$ cat src/rtl/gpio_alarm_pkg.sv
package gpio_alarm_pkg;

    typedef enum logic [3:0] {
        OP_NOP     = 4'd0,
        OP_RD_IN   = 4'd1,
        OP_RD_OUT  = 4'd2,
        OP_SET     = 4'd3,
        OP_CLR     = 4'd4,
        OP_MK_IN   = 4'd5,
        OP_MK_OUT  = 4'd6,
        OP_ARM_HI  = 4'd7,
        OP_ARM_LO  = 4'd8,
        OP_DISARM  = 4'd9
    } gpio_op_e;

    typedef enum logic {
        ST_IDLE = 1'b0,
        ST_RESP = 1'b1
    } rsp_state_e;

endpackage

$ cat src/rtl/gpio_sync.sv
module gpio_sync #(
    parameter int WIDTH  = 8,
    parameter int STAGES = 2
) (
    input  logic             clk,
    input  logic             rst_n,
    input  logic [WIDTH-1:0] raw,
    output logic [WIDTH-1:0] synced
);
    localparam int LAST = STAGES - 1;

    for (genvar b = 0; b < WIDTH; b++) begin : g_bit
        logic [STAGES-1:0] chain_q;
        always_ff @(posedge clk or negedge rst_n) begin
            if (!rst_n) chain_q <= '0;
            else        chain_q <= {chain_q[STAGES-2:0], raw[b]};
        end
        assign synced[b] = chain_q[LAST];
    end
endmodule

$ cat src/rtl/gpio_alarm_bank.sv
module gpio_alarm_bank #(
    parameter int WIDTH = 8
) (
    input  logic             clk,
    input  logic             rst_n,
    input  logic             arm_hi_we,
    input  logic             arm_lo_we,
    input  logic             disarm_we,
    input  logic [WIDTH-1:0] mask,
    input  logic [WIDTH-1:0] level,
    output logic [WIDTH-1:0] pending
);
    logic [WIDTH-1:0] hi_q, lo_q;

    always_ff @(posedge clk or negedge rst_n) begin
        if (!rst_n) begin
            hi_q <= '0;
            lo_q <= '0;
        end else if (arm_hi_we) begin
            hi_q <= hi_q | mask;
            lo_q <= lo_q & ~mask;
        end else if (arm_lo_we) begin
            lo_q <= lo_q | mask;
            hi_q <= hi_q & ~mask;
        end else if (disarm_we) begin
            hi_q <= hi_q & ~mask;
            lo_q <= lo_q & ~mask;
        end
    end

    assign pending = (hi_q & level) | (lo_q & ~level);
endmodule

$ cat src/rtl/gpio_cmd_fsm.sv
module gpio_cmd_fsm
    import gpio_alarm_pkg::*;
#(
    parameter int WIDTH = 8
) (
    input  logic             clk,
    input  logic             rst_n,
    input  logic             cmd_valid,
    input  logic [3:0]       cmd_op,
    input  logic [WIDTH-1:0] cmd_mask,
    input  logic [WIDTH-1:0] level,
    output logic [WIDTH-1:0] shadow,
    output logic [WIDTH-1:0] dir,
    output logic             arm_hi_we,
    output logic             arm_lo_we,
    output logic             disarm_we,
    output logic             rsp_valid,
    output logic [WIDTH-1:0] rsp_data
);
    rsp_state_e       st_q, st_nxt;
    logic [WIDTH-1:0] shadow_q, dir_q, rsp_q;
    gpio_op_e         op;

    assign op = gpio_op_e'(cmd_op);

    // state register
    always_ff @(posedge clk or negedge rst_n) begin
        if (!rst_n) st_q <= ST_IDLE;
        else        st_q <= st_nxt;
    end

    always_comb begin
        st_nxt = st_q;
        unique case (st_q)
            ST_IDLE: if (cmd_valid)  st_nxt = ST_RESP;
            ST_RESP: if (!cmd_valid) st_nxt = ST_IDLE;
            default: st_nxt = ST_IDLE;
        endcase
    end

    assign arm_hi_we = cmd_valid && (op == OP_ARM_HI);
    assign arm_lo_we = cmd_valid && (op == OP_ARM_LO);
    assign disarm_we = cmd_valid && (op == OP_DISARM);

    // output and data registers
    always_ff @(posedge clk or negedge rst_n) begin
        if (!rst_n) begin
            shadow_q <= '0;
            dir_q    <= '0;
            rsp_q    <= '0;
        end else if (cmd_valid) begin
            unique case (op)
                OP_RD_IN:  rsp_q <= level;
                OP_RD_OUT: rsp_q <= shadow_q;
                OP_SET: begin
                    shadow_q <= shadow_q | cmd_mask;
                    rsp_q    <= shadow_q | cmd_mask;
                end
                OP_CLR: begin
                    shadow_q <= shadow_q & ~cmd_mask;
                    rsp_q    <= shadow_q & ~cmd_mask;
                end
                OP_MK_IN: begin
                    dir_q <= dir_q & ~cmd_mask;
                    rsp_q <= level;
                end
                OP_MK_OUT: begin
                    dir_q <= dir_q | cmd_mask;
                    rsp_q <= shadow_q;
                end
                default: rsp_q <= '0;
            endcase
        end
    end

    assign shadow    = shadow_q;
    assign dir       = dir_q;
    assign rsp_data  = rsp_q;
    assign rsp_valid = (st_q == ST_RESP);
endmodule

$ cat src/rtl/gpio_alarm_port.sv
module gpio_alarm_port #(
    parameter int WIDTH = 8
) (
    input  logic             clk,
    input  logic             rst_n,
    input  logic             cmd_valid,
    input  logic [3:0]       cmd_op,
    input  logic [WIDTH-1:0] cmd_mask,
    output logic             rsp_valid,
    output logic [WIDTH-1:0] rsp_data,
    input  logic [WIDTH-1:0] gpio_in,
    output logic [WIDTH-1:0] gpio_out,
    output logic [WIDTH-1:0] gpio_oe,
    output logic [WIDTH-1:0] alarm_pend,
    output logic             irq
);
    localparam int SYNC_STAGES = 2;

    logic [WIDTH-1:0] level;
    logic             arm_hi_we, arm_lo_we, disarm_we;

    gpio_sync #(.WIDTH(WIDTH), .STAGES(SYNC_STAGES)) u_sync (
        .clk(clk), .rst_n(rst_n), .raw(gpio_in), .synced(level)
    );

    gpio_cmd_fsm #(.WIDTH(WIDTH)) u_fsm (
        .clk(clk), .rst_n(rst_n),
        .cmd_valid(cmd_valid), .cmd_op(cmd_op), .cmd_mask(cmd_mask),
        .level(level), .shadow(gpio_out), .dir(gpio_oe),
        .arm_hi_we(arm_hi_we), .arm_lo_we(arm_lo_we), .disarm_we(disarm_we),
        .rsp_valid(rsp_valid), .rsp_data(rsp_data)
    );

    gpio_alarm_bank #(.WIDTH(WIDTH)) u_alarm (
        .clk(clk), .rst_n(rst_n),
        .arm_hi_we(arm_hi_we), .arm_lo_we(arm_lo_we), .disarm_we(disarm_we),
        .mask(cmd_mask), .level(level), .pending(alarm_pend)
    );

    assign irq = |alarm_pend;
endmodule

$ cat config.mk
export PLATFORM = sky130hd
export DESIGN_NAME = gpio_alarm_port
export DESIGN_NICKNAME = d
export VERILOG_FILES = /design/src/rtl/gpio_alarm_pkg.sv /design/src/rtl/gpio_sync.sv /design/src/rtl/gpio_alarm_bank.sv /design/src/rtl/gpio_cmd_fsm.sv /design/src/rtl/gpio_alarm_port.sv
export SDC_FILE = /design/constraint.sdc
export NUM_CORES = 1
export LEC_CHECK = 0
export BUFFER_PORTS_ARGS = -buffer_cell sky130_fd_sc_hd__buf_2
export CAP_MARGIN = 0
export CORE_ASPECT_RATIO = 0.8
export CORE_MARGIN = 5
export CORE_UTILIZATION = 53
export DETAILED_ROUTE_END_ITERATION = 10
export PLACE_DENSITY = 0.78
export SYNTH_ARGS = -nofsm -noshare
export SYNTH_HDL_FRONTEND = slang
export SYNTH_SLANG_ARGS = --single-unit
$ cat constraint.sdc
create_clock -name clk -period 1.4 [get_ports clk]
set_input_delay 0.28 -clock clk [delete_from_list [all_inputs] [get_ports clk]]
set_output_delay 0.28 -clock clk [all_outputs]
set_load 0.01 [all_outputs]
# Word level (Yosys, flattened, before mapping)
# Index checks and enable logic that the tools add are counted.
[word_totals] elab_cells=57 inputBits=23 register_bits=57 output_inout_bits=34
[classes] mux=10 bitwise_logic=13 reduce_logical=11 eq_ne=9
[op_table] op="8-bit AND" count=6
[op_table] op="8-bit 2-to-1 mux" count=6
[op_table] op="8-bit OR" count=5
[op_table] op="8-bit case mux with 2 select lines" count=2
[op_table] op="8-bit case mux with 4 select lines" count=1
[op_table] op="4-bit by 3-bit == test with 1-bit output (second input constant)" count=4
[op_table] op="8-bit NOT" count=2
[op_table] op="4-bit by 2-bit == test with 1-bit output (second input constant)" count=2
[op_table] op="4-bit == test (second input constant)" count=2
[op_table] op="8-bit OR reduction" count=1
[op_table] op="4-bit by 1-bit == test with 1-bit output (second input constant)" count=1
[op_table] op="2-bit AND reduction" count=2
[op_table] op="2-bit nonzero test" count=2
[op_table] op="2-bit OR reduction" count=2
[op_table] op="1-bit logical AND" count=3
[op_table] op="3-bit nonzero test" count=1
[op_table] op="1-bit 2-to-1 mux" count=1

# Longest topological paths before layout
[logic_depth] ltp_word=5 depth_mapped=6 mapped_depth_nobuf=3

# Hierarchy
# From an unflattened synthesis, not the netlist that was laid out.
[hier_totals] cells_unflattened=236 area_unflattened_um2=2682.6
[by_module_without_submodules] mod="gpio_cmd_fsm" seq_area_each_um2=625.6 instances=1 cells_per_inst=131 area_each_um2=1453.9
[by_module_without_submodules] mod="gpio_alarm_bank" seq_area_each_um2=400.4 instances=1 cells_per_inst=78 area_each_um2=752.0
[by_module_without_submodules] mod="gpio_sync" seq_area_each_um2=400.4 instances=1 cells_per_inst=24 area_each_um2=460.4
[by_module_without_submodules] mod="gpio_alarm_port" seq_area_each_um2=0.0 instances=1 cells_per_inst=3 area_each_um2=16.3

# Worst setup path after synthesis
# OpenSTA, ideal clock, no wires.
[synth_path] path_kind="input-to-reg" start="in cmd_op[0]" end="reg with a tool-made name" setup_ps=125 cell_stages=5 path_buffers=2 slack_ps=-114 t_required_ps=1275 arrival_ps=1389 path_cell_list="buf_2 > or3b_1 > buf_2 > a21oi_1 > mux2_2"
[synth_rtl] element="start: declaration" line_no="gpio_alarm_port.sv:7" text="input logic [3:0] cmd_op,"

# Worst setup path after layout
[layout_path] start="reg u_sync.g_bit[6].chain_q[1]" end="out irq"
[layout_via] elab_chain_len=4 elab_cells_between_ends=5 cone_classes="4 x bitwise; 1 x reduce/logical"
[layout_lines] element="start: declaration" line_no="gpio_sync.sv:13" text="logic [STAGES-1:0] chain_q;"
[layout_lines] element="start signal: assignment" line_no="gpio_sync.sv:16" text="else chain_q <= {chain_q[STAGES-2:0], raw[b]};"
[layout_lines] element="8-bit NOT" line_no="gpio_alarm_bank.sv:31" text="assign pending = (hi_q & level) | (lo_q & ~level);"
[layout_lines] element="8-bit AND" line_no="gpio_alarm_bank.sv:31"
[layout_lines] element="8-bit OR (*)" line_no="gpio_alarm_bank.sv:31"
[layout_lines] element="8-bit OR reduction (*)" line_no="gpio_alarm_port.sv:40" text="assign irq = |alarm_pend;"
[layout_lines] element="end: declaration" line_no="gpio_alarm_port.sv:15" text="output logic irq"
# Mark *: on every way between the ends. The rest lies on a longest branch, timed or not.

==> metrics.md <==
| Metric | Value |
|---|---|
| Area contributors post-synth | dfrtp_1 56%, mux2_2 11%, o22ai_1 3.9%, a21oi_1 3.1%, nor4bb_1 3.1% |
| Worst Setup Start Kind | flip-flop |
| CTS H-tree depth | 3 |
| Slew HR | 0.552 |
| Area grow syn2layout | 38.1% |
| Unrepaired setup endpoints after global routing | true |
| Post-Syn Instances | 227 |
| Placed cell count | 350 |
| Die Y | 72.3 um |
| Share of cells above drive strength 1 | 0.455 |
| Mux contribution to synthesized area | 0.105 |
| CP max stage cell | dfrtp_1 |
| LEAKAGE | 1.66 nW |
| Drt wl/cell | 17.9 um |
| Failing checks | setup timing |
| Final instance area | 0.00355 mm2 |
| Slowest stage delay, CP | 0.40 ns |
| Gr usage total | 0.227 |
| Max_cap viols | 0 |
| Synth Area in Compound Gates | 0.155 |
| Avg Cell Area, Syn | 11.3 um2 |
| Hold Violations, Final | 0 |
| Worst-Skew Late Latency | 0.35 ns |
| Layout Cells excl Fill | 379 |
| Initial DRT Pass Iterations | 5 |
| Starting Density | 0.552 |
| Synth area leader | dfrtp_1 |
| Initial antenna violation count | 0 |
| DRT iter0 DRCs | 148 |
| ANT cells | 0 |
| Clk sinks | 57 |
| Worst-Margin Slew | 0.670 ns |
| Fin nets | 337 |
| Largest net degree at the start of global routing | 58 |
| CTS tree | done |
| Synth unique cells | 27 |
| Yosys warnings | 0 |
| Post-synthesis xor/xnor area fraction | 0.00341 |
| Maximum clock rate | 528 MHz |
| Req. time, crit path | 1.12 ns |
| Sw power | 1.36 mW |
| Clk root buf | clkbuf_8 |
| Detail Route Antenna Nets | 0 |
| Clock transition at path regs | 0.06 ns |
| Clock Skew | 0.00844 ns |
| Post-Synth Adder-Cell Area | 0 |
| Power Dens Cells | 1390 mW/mm2 |
| CTS Buf Count | 9 |
| Seq/Total Area, Yosys | 0.555 |
| Worst path cell trace | mux2_4 -> nor4_2 -> nand2_1 -> buf_2 |
| Vias in the first global route | 2127 |
| WS Path Type | flip-flop to primary output |
| Vias per cell | 5.80 |
| Post-Route Utilization | 0.763 |
| Largest family of logic cells by synthesized area | compound AO/OA/AOI/OAI gates |
| HPWL after DPL | 4.35 mm |
| Minimum clock period | 1.90 ns |
| Sw frac | 0.276 |
| Max VDD drop | 0.00110 V |
| Crit path arrival time | 1.62 ns |
| P_int | 3.58 mW |
| Area post-placement | 0.00311 mm2 |
| Total nets after synthesis | 250 |
| Clk buf depth | 2 |
| Status | finished with violations |
| Die width | 87.9 um |
| Number of synthesized register bits | 57 |
| Seq pwr share | 0.415 |
| Final WL | 6.80 mm |
| Endpoints failing setup | 9 |
| Final Wtd Congestion | 0.779 |
| Total power | 4.95 mW |
| Final Cycle Share | 1.35 |
| Via Count | 2198 |
| Final WS setup | -0.496 ns |
| Clock share of power | 0.351 |
| Ports | 57 |
| Pre-CTS WS | -0.253 ns |
| Netlist Area Pre-Place | 0.00257 mm2 |
| Post-Synth Simple-Gate Area | 0.126 |
| Worst hold path class | primary input to flip-flop |
| Gate power share | 0.234 |
| Worst Path Max Fanout | 2 |
| Final Max Slew Viols | 0 |
| First-pass GRT wire length | 10.6 mm |
| Critical path endpoint category | primary output |
| GRT overflow | 0 |
| Row count | 22 |
| DIE AREA | 0.00635 mm2 |
| I/O Buffers | 56 |
| Core area | 0.00465 mm2 |
| Yosys top cell area share | 0.555 |
| DRC viols | 0 |
[worst paths after layout]
| check | cells past startpoint | slack, ns | end | startpoint |
|---|---|---|---|---|
| min reg2reg | 0 | 0.35 | u_sync.g_bit[5].chain_q[1] | u_sync.g_bit[5].chain_q[0] |
| min in group asynchronous | 3 | 0.46 | u_sync.g_bit[5].chain_q[1] | rst_n |
| max reg2reg | 5 | 0.01 | u_fsm.rsp_data[6] | u_sync.g_bit[6].chain_q[1] |
| max in group asynchronous | 3 | 0.69 | async pin | rst_n |
| min | 1 | 0.04 | u_sync.g_bit[1].chain_q[0] | gpio_in[1] |
| max | 4 | -0.50 | irq | u_sync.g_bit[6].chain_q[1] |
[metrics by stage]
step	TNS (ns)	hold slack (ns)
floorplan	-0.665	-0.0156
global placement	-3.98	0.295
detailed placement	-4.76	0.298
CTS	-1.29	0.0235
global route	-1.87	0.0231
finish	-1.39	0.0391
[cells in the mapped netlist]
master and count:
or2_0 1, nor2b_1 1, and3b_1 1, xor2_1 1, a21oi_1 16, nand4b_1 2
nand3b_1 9, nor4bb_1 8, a21o_1 8, a21boi_1 1, or3b_1 2, buf_1 1
or4b_1 1, nor4_1 2, o22ai_1 16, or3_1 1, mux2_2 24, clkbuf_1 6
nand2_1 9, o21ai_0 16, buf_2 9, inv_1 16, a221oi_1 8, buf_6 1
nand3_1 9, nor3b_2 1, dfrtp_1 57
[repair_timing]
item                                    4_1_cts  5_1_grt
endpoints found under the setup margin        9        9
pin swaps                                     1        1
setup buffers                                 7        6
gates cloned                                  0        0
gates resized for setup                      17        4
hold endpoints to repair                     57        0
hold buffers                                  1        0
[critical path: cells and delay by family, from the launching register on]
kind,cells,cell delay (ns)
buf+inv,1,0.14
flops,1,0.40
mux,1,0.34
simple gates,2,0.39
[cells by family (layout without fill, tap and decap cells)]
family / count (synthesis) / in the layout
AND/OR/NAND/NOR: 47 / 47
multiplexers: 24 / 24
XOR/XNOR: 1 / 1
buffers and inverters: 33 / 125
flip-flops: 57 / 57
AO/OA/AOI/OAI: 65 / 65
[power by group through the flow]
stage                     Clock, mW  Sequential, mW  Combinational, mW
after global routing           1.84            2.08               1.24
after floorplan                   0            2.07              0.519
after CTS                      1.76            2.04               1.09
after global placement            0            2.05              0.924
final                          1.74            2.05               1.16
after detailed placement          0            2.07              0.945
[placed cells by master, fill, tap and decap left out, drive strengths merged, types with 2 or more instances in the layout]
cell type / synthesis / layout
a21o: 8 / 8
clkinv: 0 / 2
clkbuf: 6 / 11
o22ai: 16 / 16
bufinv: 0 / 2
nand3: 9 / 9
nand3b: 9 / 9
nand4b: 2 / 2
inv: 16 / 16
a21oi: 16 / 16
nor4: 2 / 2
nor4bb: 8 / 8
a221oi: 8 / 8
dfrtp: 57 / 57
mux2: 24 / 24
or3b: 2 / 2
buf: 11 / 92
nand2: 9 / 9
o21ai: 16 / 16
[per-layer routing]
layer	GRT usage	up-vias	wire length (um)
met1	0.309	1090	2910
met4	0.104	0	123
met3	0.0704	13	562
met5	0.0496	-	0
li1	-	1007	-
met2	0.330	88	3190
[cell type report]
cell class,instances,area (um2)
Multi-Input combinational cell,137,1120
Timing Repair Buffer,93,633
Sequential cell,57,1430
Clock inverter,5,77.6
Tap cell,60,75.1
Clock buffer,11,151
Inverter,16,60.1
Fill cell,307,1100
Note: power is estimated with default switching activity, not from simulation.
